--- config.mk ---
export PLATFORM = sky130hd
export DESIGN_NAME = amc_top
export DESIGN_NICKNAME = d
export VERILOG_FILES = /design/src/rtl/amc_pkg.sv /design/src/rtl/amc_phase_seq.sv /design/src/rtl/amc_bus_drv.sv /design/src/rtl/amc_top.sv
export SDC_FILE = /design/constraint.sdc
export NUM_CORES = 1
export LEC_CHECK = 0
export ABC_AREA = 1
export BUFFER_PORTS_ARGS = -buffer_cell sky130_fd_sc_hd__buf_2
export CORE_ASPECT_RATIO = 0.75
export CORE_MARGIN = 1.5
export CORE_UTILIZATION = 25
export DETAILED_ROUTE_END_ITERATION = 10
export GPL_TIMING_DRIVEN = 0
export PLACE_DENSITY_LB_ADDON = 0.12
export SLEW_MARGIN = 20
export SYNTH_ARGS = -nofsm -noshare
export SYNTH_HDL_FRONTEND = slang
export SYNTH_SLANG_ARGS = --single-unit
export TNS_END_PERCENT = 10
--- constraint.sdc ---
create_clock -name clk -period 1.95 [get_ports clk]
set_input_delay 0.39 -clock clk [delete_from_list [all_inputs] [get_ports clk]]
set_output_delay 0.39 -clock clk [all_outputs]
set_load 0.005 [all_outputs]
--- src/rtl/amc_pkg.sv ---
package amc_pkg;

  typedef enum logic [1:0] {
    PH_IDLE   = 2'd0,
    PH_SETUP  = 2'd1,
    PH_STROBE = 2'd2,
    PH_HOLD   = 2'd3
  } phase_t;

  // effective number of clocks for a programmed phase count
  function automatic int unsigned phase_clocks(input int unsigned prog);
    return (prog == 0) ? 1 : prog;
  endfunction

endpackage

--- src/rtl/amc_phase_seq.sv ---
module amc_phase_seq
  import amc_pkg::*;
#(
  parameter int CW = 4
) (
  input  logic          clk,
  input  logic          rst_n,
  input  logic          start,
  input  logic [CW-1:0] cfg_setup,
  input  logic [CW-1:0] cfg_strobe,
  input  logic [CW-1:0] cfg_hold,
  input  logic          mem_rdy,
  output phase_t        phase,
  output logic          strobe_end,
  output logic          access_end
);

  logic [CW-1:0] cnt;
  logic          last_clk;

  function automatic logic [CW-1:0] load_val(input logic [CW-1:0] prog);
    return CW'(phase_clocks(32'(prog)) - 1);
  endfunction

  assign last_clk   = (cnt == '0);
  assign strobe_end = (phase == PH_STROBE) && last_clk && mem_rdy;
  assign access_end = (phase == PH_HOLD) && last_clk;

  always_ff @(posedge clk or negedge rst_n) begin
    if (!rst_n) begin
      phase <= PH_IDLE;
      cnt   <= '0;
    end else begin
      unique case (phase)
        PH_IDLE: begin
          if (start) begin
            phase <= PH_SETUP;
            cnt   <= load_val(cfg_setup);
          end
        end
        PH_SETUP: begin
          if (last_clk) begin
            phase <= PH_STROBE;
            cnt   <= load_val(cfg_strobe);
          end else begin
            cnt <= cnt - 1'b1;
          end
        end
        PH_STROBE: begin
          if (!last_clk) begin
            cnt <= cnt - 1'b1;
          end else if (mem_rdy) begin
            phase <= PH_HOLD;
            cnt   <= load_val(cfg_hold);
          end
        end
        PH_HOLD: begin
          if (last_clk) begin
            phase <= PH_IDLE;
          end else begin
            cnt <= cnt - 1'b1;
          end
        end
        default: phase <= PH_IDLE;
      endcase
    end
  end

endmodule

--- src/rtl/amc_bus_drv.sv ---
module amc_bus_drv
  import amc_pkg::*;
#(
  parameter int AW = 20,
  parameter int DW = 16,
  localparam int BW = DW / 8
) (
  input  logic          clk,
  input  logic          rst_n,
  input  logic          start,
  input  logic          req_write,
  input  logic [AW-1:0] req_addr,
  input  logic [BW-1:0] req_be,
  input  logic [DW-1:0] req_wdata,
  input  phase_t        phase,
  input  logic          strobe_end,
  input  logic [DW-1:0] mem_din,
  output logic          mem_ce_n,
  output logic [BW-1:0] mem_be_n,
  output logic [AW-1:0] mem_addr,
  output logic [DW-1:0] mem_dout,
  output logic          mem_dout_en,
  output logic          mem_oe_n,
  output logic          mem_re_n,
  output logic          mem_we_n,
  output logic [DW-1:0] rd_data
);

  logic          wr_q;
  logic [AW-1:0] addr_q;
  logic [BW-1:0] be_q;
  logic [DW-1:0] wdata_q;
  logic          busy;
  logic          in_strobe;

  always_ff @(posedge clk or negedge rst_n) begin
    if (!rst_n) begin
      wr_q    <= 1'b0;
      addr_q  <= '0;
      be_q    <= '0;
      wdata_q <= '0;
    end else if (start) begin
      wr_q    <= req_write;
      addr_q  <= req_addr;
      be_q    <= req_be;
      wdata_q <= req_wdata;
    end
  end

  always_ff @(posedge clk or negedge rst_n) begin
    if (!rst_n) begin
      rd_data <= '0;
    end else if (strobe_end && !wr_q) begin
      rd_data <= mem_din;
    end
  end

  assign busy      = (phase != PH_IDLE);
  assign in_strobe = (phase == PH_STROBE);

  always_comb begin
    mem_ce_n    = !busy;
    mem_be_n    = busy ? ~be_q : '1;
    mem_addr    = addr_q;
    mem_dout    = wdata_q;
    mem_dout_en = busy && wr_q;
    mem_oe_n    = !(busy && !wr_q);
    mem_re_n    = !(in_strobe && !wr_q);
    mem_we_n    = !(in_strobe && wr_q);
  end

endmodule

--- src/rtl/amc_top.sv ---
module amc_top
  import amc_pkg::*;
#(
  parameter int AW = 20,
  parameter int DW = 16,
  parameter int CW = 4,
  localparam int BW = DW / 8
) (
  input  logic          clk,
  input  logic          rst_n,
  input  logic [CW-1:0] cfg_setup,
  input  logic [CW-1:0] cfg_strobe,
  input  logic [CW-1:0] cfg_hold,
  input  logic          req_valid,
  output logic          req_ready,
  input  logic          req_write,
  input  logic [AW-1:0] req_addr,
  input  logic [BW-1:0] req_be,
  input  logic [DW-1:0] req_wdata,
  output logic          rsp_done,
  output logic [DW-1:0] rsp_rdata,
  output logic          mem_ce_n,
  output logic [BW-1:0] mem_be_n,
  output logic [AW-1:0] mem_addr,
  output logic [DW-1:0] mem_dout,
  output logic          mem_dout_en,
  input  logic [DW-1:0] mem_din,
  output logic          mem_oe_n,
  output logic          mem_re_n,
  output logic          mem_we_n,
  input  logic          mem_rdy
);

  phase_t phase;
  logic   start;
  logic   strobe_end;
  logic   access_end;

  assign req_ready = (phase == PH_IDLE);
  assign start     = req_valid && req_ready;

  amc_phase_seq #(.CW(CW)) u_seq (
    .clk        (clk),
    .rst_n      (rst_n),
    .start      (start),
    .cfg_setup  (cfg_setup),
    .cfg_strobe (cfg_strobe),
    .cfg_hold   (cfg_hold),
    .mem_rdy    (mem_rdy),
    .phase      (phase),
    .strobe_end (strobe_end),
    .access_end (access_end)
  );

  amc_bus_drv #(.AW(AW), .DW(DW)) u_drv (
    .clk         (clk),
    .rst_n       (rst_n),
    .start       (start),
    .req_write   (req_write),
    .req_addr    (req_addr),
    .req_be      (req_be),
    .req_wdata   (req_wdata),
    .phase       (phase),
    .strobe_end  (strobe_end),
    .mem_din     (mem_din),
    .mem_ce_n    (mem_ce_n),
    .mem_be_n    (mem_be_n),
    .mem_addr    (mem_addr),
    .mem_dout    (mem_dout),
    .mem_dout_en (mem_dout_en),
    .mem_oe_n    (mem_oe_n),
    .mem_re_n    (mem_re_n),
    .mem_we_n    (mem_we_n),
    .rd_data     (rsp_rdata)
  );

  always_ff @(posedge clk or negedge rst_n) begin
    if (!rst_n) rsp_done <= 1'b0;
    else        rsp_done <= access_end;
  end

endmodule

# Word-level counts from Yosys, hierarchy flattened
# Index checks and enable logic that the tools add are counted.
# totals
latch_bits,0
out_inout_bits,61
in_bits,71
word_cells,61
mem_bits_rw,0
reg_bits,62
memories,0
mem_bits_ro,0
# op_classes
div,0
bitwise,1
reduce_logical,22
addsub,4
shift,0
n_mux,16
order_cmp,0
n_eq_ne,10
multipliers,0
# ops
cell,count
$mux 4,8
$logic_not 4->1,4
$pmux 4 s4,1
$sub 4x1->4 const B,4
$mux 2,6
$logic_and 1x1->1,9
$pmux 2 s4,1
$ne 2x1->1 const B,3
$ne 2x2->1 const B,3
$logic_not 1->1,5
$reduce_and 5->1,1
$eq 2x2->1 const B,2
$ne 3x3->1 const B,1
$reduce_and 3->1,1
$eq 2x1->1 const B,1
$logic_not 2->1,1
$not 2->2,1
$reduce_bool 2->1,1

# Logic depth before layout (Yosys ltp)
# Gate-level depths: netlist of run 1.
# depth
ltp_word,6
depth_mapped,11
depth_no_buf,11

# Hierarchy
# From an unflattened synthesis of run 1, not the netlist that was laid out.
# hier_totals
hier_cells,371
area_unflattened_um2,3193.1
# modules_own_cells
mod,cells_each,seq_area_each_um2,n_inst,area_per_inst_um2
amc_bus_drv,243,1376.3,1,2383.5
amc_phase_seq,121,150.1,1,757.0
amc_top,7,25.0,1,52.6

# Least setup slack after synthesis of run 1
# No wires, ideal clock.
# synth_path
path_kind,reg2reg
startpoint,register u_seq.phase[0]
endpoint,register u_drv.rd_data[10]
setup_slack_ns,0.223
t_arrival_ns,1.602
path_buffers,2
period_less_slack_ns,1.727
path_stages_with_launch,8
setup_ns,0.125
required_ns,1.825
path_cell_list,dfrtp_1 inv_1 ha_1 buf_6 nand2_4 nor3_4 buf_12 mux2_4
# synth_via
elab_chain_cells,4
# synth_lines
item,line_no,rtl
"start, declared",amc_phase_seq.sv:13,"output phase_t phase,"
"start signal, assigned",amc_phase_seq.sv:31,phase <= PH_IDLE;
"start signal, assigned",amc_phase_seq.sv:37,phase <= PH_SETUP;
"start signal, assigned",amc_phase_seq.sv:43,phase <= PH_STROBE;
$eq 2x2->1,amc_phase_seq.sv:26,assign strobe_end = (phase == PH_STROBE) && last_clk && mem_rdy;
$logic_and 1x1->1 (2 in a row),amc_phase_seq.sv:26,
$logic_and 1x1->1,amc_bus_drv.sv:53,end else if (strobe_end && !wr_q) begin
"end signal, assigned",amc_bus_drv.sv:54,rd_data <= mem_din;
"end, declared",amc_bus_drv.sv:26,output logic [DW-1:0] rd_data
# No other way between the ends.
# A chain may end at the register's enable or synchronous reset.

# Final worst setup path of run 1
# layout_path
startpoint,register u_seq.phase[0]
endpoint,register u_drv.rd_data[4]
# Same word-level chain as after synthesis.

==> results of run 1 <==
flip-flops by register name, summed over array words and instances, names as in the netlist:
| signal | flops |
|---|---|
| u_seq.phase | 2 |
| u_drv.mem_dout | 16 |
| u_drv.mem_addr | 20 |
| rsp_done | 1 |
| u_seq.cnt | 4 |
| u_drv.be_q | 2 |
| u_drv.wr_q | 1 |
| u_drv.rd_data | 16 |
per-stage QoR:
stage          hold WS (ns)  area (sq um)  cells
2_1_floorplan        0.0944          2890    249
3_3_place_gp          0.467          3720    520
3_5_place_dp          0.307          3750    521
4_1_cts               0.277          4070    538
5_1_grt               0.276          4080    538
6_report              0.296          4080    538
layout by cell type (no fill, tap or decap), drive strengths merged:
cell type	synthesis	routed
ha	9	9
buf	7	139
or2	1	1
mux2	54	54
nand3	10	10
dlygate4sd3	0	1
xor2	1	1
nor3	4	4
o22ai	1	1
o21ai	3	3
clkbuf	0	13
nor2	13	13
bufinv	0	1
dfrtp	62	62
clkinvlp	0	1
a21oi	10	10
inv	25	25
clkinv	1	2
xnor2	1	1
nand2	47	47
repair_timing:
action,4_1_cts,5_1_grt
hold buffers,1,0
endpoints found under the setup margin,11,17
hold endpoints to repair,21,0
setup buffers,0,0
gates resized for setup,2,2
metal layers:
metal | routed length [um] | global-route usage (%) | vias up
met3 | 647 | 6.23 | 5
met4 | 51 | 3.69 | 0
li1 | - | - | 1109
met5 | 0 | 0 | -
met2 | 2850 | 16.2 | 94
met1 | 3360 | 15.3 | 1067
cell usage after synthesis, types with 3 or more instances:
| master | number | area (sq um) |
|---|---|---|
| nor3_1 | 3 | 15.0 |
| o21ai_0 | 3 | 15.0 |
| nand3_1 | 9 | 45.0 |
| dfrtp_1 | 62 | 1550 |
| nor2_1 | 13 | 48.8 |
| mux2_2 | 44 | 495 |
| mux2_4 | 10 | 150 |
| nand2_1 | 46 | 173 |
| buf_2 | 4 | 20.0 |
| ha_1 | 9 | 113 |
| a21oi_1 | 10 | 50.1 |
| inv_1 | 24 | 90.1 |
final cells by class:
| type | count | area, sq um |
|---|---|---|
| Fill cell | 1122 | 7030 |
| Sequential cell | 62 | 1550 |
| Multi-Input combinational cell | 154 | 1190 |
| Timing Repair Buffer | 133 | 696 |
| Clock buffer | 13 | 260 |
| Tap cell | 140 | 175 |
| Inverter | 26 | 103 |
| Buffer | 7 | 58.8 |
| Clock inverter | 3 | 42.5 |
power by group through the flow:
stage               registers [mW]  clock network (mW)  logic (mW)
detailed placement            2.26                   0        2.60
global route                  2.34                1.73        2.91
global placement              2.25                   0        2.58
floorplan                     2.31                   0        1.49
CTS                           2.26                1.67        2.61
finish                        2.25                1.60        2.60
kinds of logic after synthesis:
group,Yosys count,share of synthesized area [%]
adders and majority gates,9,3.89
xor gates and xnor gates,2,0.606
DFF,62,53.6
AOI/OAI and AO/OA,14,2.47
buffers and inverters,33,5.58
and+or+nand+nor,75,11.5
muxes,54,22.3
path summary, 6_finish.rpt:
path	depth (start not counted)	slack [ns]	endpoint
worst max-delay path	7	0.04	u_drv.rd_data[4]
worst min-delay path	2	0.30	u_drv.rd_data[12]
worst max register to register	7	0.04	u_drv.rd_data[4]
worst min register to register	2	0.48	u_seq.cnt[0]
max in group asynchronous	3	0.94	u_drv.mem_addr[3]
min in group asynchronous	2	0.51	u_drv.rd_data[15]
==> results.txt, run 1 <==
Run status: complete, no violations
Clock Latency Late Sink: 0.32 ns
Warnings from Yosys: 0
Final hold vios: 0
First-pass GRT wire length: 10.8 mm
Total Routed Length: 6.90 mm
#FFs+latches synth: 62
CP Launch Type: flip-flop
Top_reg_cell synth: dfrtp_1
Final Cycle Share: 97.9%
Share of flip-flops with an asynchronous set or reset: 100%
1st-iter DRT viols: 105
Clock period minus worst slack: 1.91 ns
IO buf count: 131
Worst min path class: input port to flip-flop
Initial antenna violation count: 0
IO Pins: 132
Final Power: 6.45 mW
Skew final: 0.00509 ns
Crit path kind: flip-flop to flip-flop
Die Area: 12200 sq um
Final setup TNS: 0 ns
CTS tree: built
Residual DRC: 0
Vias in the first global route: 2202
Routed WL per cell: 12.8 um
P_sw: 2.07 mW
RSZ-0062 raised after global routing: true
Sequential Power Share: 34.9%
H-tree lvl count: 3
Crit-path slowest cell: dfrtp_1
Comb pwr share: 40.3%
Worst-path cell chain: inv_2 > ha_1 > buf_6 > nand2_4 > nor3_4 > buf_12 > mux2_4
Syn Nets: 329
Sw Share: 32.1%
Setup slack at placement: 0.00964 ns
Clk slew on worst S/H paths: 0.06 ns
Worst path bufs/invs: 3
Layout cells sized above 1: 54.0%
Avg Inst Size Synth: 11.6 sq um
Rel. slew slack: 70.8%
Via count: 2275
Pre-antenna DRT Iters: 4
Tot GR Track Use: 11.6%
GR Overflow Total: 0
Crit path DAT: 2.11 ns
EDFF count, synth: 0
Placer Congestion: 0.762
VDD IR max: 543 uV
CP Capture Type: flip-flop
CTS root buf: clkbuf_16
Least-Margin Pin Slew: 0.437 ns
Cell family with most CP delay: buffers and inverters
Worst EP required: 2.15 ns
Hold Crit Start: mem_din[12]
Die X: 127 um
Clock Path Buffers: 2
Crit path max fanout: 10
# Max-Cap Violations: 0
Sinks on Clock Net: 62
Achievable clock frequency: 524 MHz
P_leak: 2.14 nW
PD cells: 1580 nW/um^2
Sequential-to-total area share from yosys stat: 53.6%
Die H: 96.2 um
Detail Route Antenna Nets: 0
Final worst setup slack: 0.0414 ns
Largest net degree at the start of global routing: 42
Fin. max-slew vios: 0
Final setup fails: 0
Total CTS buffers: 9
Final #Nets: 473
Post-Synthesis Cells: 249
Row cnt: 33
Diode count: 0
Setup crit start: u_seq.phase[0]
Final Util: 36.7%
DP HPWL: 5.23 mm
Area growth syn-to-layout: 41.1%
Post-Syn Area: 2890 sq um
Vias/cell: 4.23
Yosys cell types: 24
Initial core utilization: 26.0%
Pint: 4.37 mW
Worst r2r src: u_seq.phase[0]
Core Area: 11100 sq um
Clock power frac: 24.8%
Max stage delay on crit path: 0.41 ns
Note: power is estimated with default switching activity, not from simulation.
==> run 2, diff against run 1 <==
--- a/config.mk
+++ b/config.mk
@@ -6,7 +6,7 @@
 export NUM_CORES = 1
 export LEC_CHECK = 0
 export ABC_AREA = 1
-export BUFFER_PORTS_ARGS = -buffer_cell sky130_fd_sc_hd__buf_2
+export BUFFER_PORTS_ARGS = -buffer_cell sky130_fd_sc_hd__buf_4
 export CORE_ASPECT_RATIO = 0.75
 export CORE_MARGIN = 1.5
 export CORE_UTILIZATION = 25
==> results.txt, run 2 (synthesized netlist as in run 1, its figures left out) <==
IO Pins: 132
Least-Margin Pin Slew: 0.811 ns
Area growth syn-to-layout: 52.3%
1st-iter DRT viols: 79
R2R Setup Slk: 0.1 ns
Core Area: 11100 sq um
First-pass GRT wire length: 11.6 mm
Final hold vios: 0
Worst min path class: input port to asynchronous set/reset pin
Rel. slew slack: 45.9%
Routed WL per cell: 13.4 um
Clock period minus worst slack: 1.85 ns
Detail Route Antenna Nets: 0
Row cnt: 33
Fin. max-slew vios: 0
Total CTS buffers: 9
Final worst setup slack: 0.0964 ns
Layout cells sized above 1: 53.9%
Setup slack at placement: 0.0234 ns
CTS root buf: clkbuf_16
Largest net degree at the start of global routing: 63
H-tree lvl count: 3
Final Cycle Share: 95.1%
Total Routed Length: 7.22 mm
GR Overflow Total: 0
Run status: complete, no violations
Pre-antenna DRT Iters: 3
Tot GR Track Use: 12.4%
Final setup fails: 0
Initial core utilization: 26.0%
DP HPWL: 5.41 mm
# Max-Cap Violations: 0
Die H: 96.2 um
Worst EP required: 2.16 ns
Crit path kind: flip-flop to flip-flop
CP Capture Type: flip-flop
Sinks on Clock Net: 62
Fin area: 4410 sq um
Crit path DAT: 2.06 ns
Clock Path Buffers: 2
Vias in the first global route: 2377
Skew final: 0.00725 ns
CTS tree: built
Achievable clock frequency: 539 MHz
Diode count: 0
Crit path max fanout: 6
Clock Latency Late Sink: 0.32 ns
Final Power: 6.94 mW
IO buf count: 131
Die Area: 12200 sq um
Initial antenna violation count: 0
VDD IR max: 557 uV
P_leak: 2.25 nW
Leading cell type in the layout, fill and taps excluded: buf_4
PD cells: 1580 nW/um^2
Post-placement cell area: 4050 sq um
Max reg flops: 20
Most frequent cells in the layout: buf_4, dfrtp_1, nand2_1
Die X: 127 um
Residual DRC: 0
Vias/cell: 4.24
Placer Congestion: 0.755
Final #Nets: 474
Via count: 2283
Final Util: 39.7%
Clk slew on worst S/H paths: 0.05 ns
CP Launch Type: flip-flop
run 2: changes by cell type in the layout (fill, tap and decap cells not counted), sizes merged:
cell and delta:
buf +2, bufinv +1, clkinv -1, dlygate4sd3 -1
run 2: final timing paths:
kind                         startpoint           endpoint  cells after the start
setup / recovery           u_seq.cnt[0]   u_drv.rd_data[2]                      6
hold / removal                    rst_n  u_drv.rd_data[15]                      1
setup reg to reg           u_seq.cnt[0]   u_drv.rd_data[2]                      6
hold reg to reg            u_seq.cnt[0]       u_seq.cnt[0]                      2
max in group asynchronous         rst_n  u_drv.mem_addr[2]                      1
min in group clk             mem_din[0]   u_drv.rd_data[0]                      2
run 2: layout make-up:
cell class,instances,area (sq um)
clock inverters,3,67.6
plain buffers,7,58.8
clock buffers,13,250
well taps,140,175
repair buffers,134,1010
fillers,1114,6700
multi-input cells,154,1190
inverters,26,103
flip-flops and latches,62,1550
run 2: critical path, stage by stage (launching register included):
cell	delay, ns
dfrtp_1	0.37
inv_1	0.17
ha_1	0.25
nand3_4	0.12
nor3_4	0.29
buf_4	0.20
mux2_2	0.33
run 2: timing repair:
| action | in CTS | in global routing |
|---|---|---|
| pin swaps | 0 | 1 |
| hold buffers | 0 | 0 |
| setup buffers | 0 | 3 |
| gates resized for setup | 1 | 2 |
| endpoints found under the setup margin | 3 | 17 |
run 2: metrics by stage:
step | setup TNS (ns) | hold slack, ns | std cells
final | 0 | 0.157 | 539
after CTS | 0 | 0.195 | 536
after floorplan | 0 | 0.0944 | 249
after global routing | -0.00740 | 0.228 | 539
after detailed placement | 0 | 0.477 | 520
after global placement | 0 | 0.467 | 520
run 2: report_power, final:
group          internal [mW]  total, mW  switching [mW]
Combinational           1.73       2.95            1.22
Clock                   1.15       1.70           0.548
Sequential              1.94       2.29           0.345
run 2: per-layer routing:
layer / vias to the layer above / global-route usage [%] / share of wire, %
li1: 1106 / - / -
met1: 1078 / 16.1 / 45
met2: 85 / 17.6 / 43
met3: 14 / 6.34 / 9.9
met4: 0 / 4.73 / 1.6
met5: - / 0 / 0
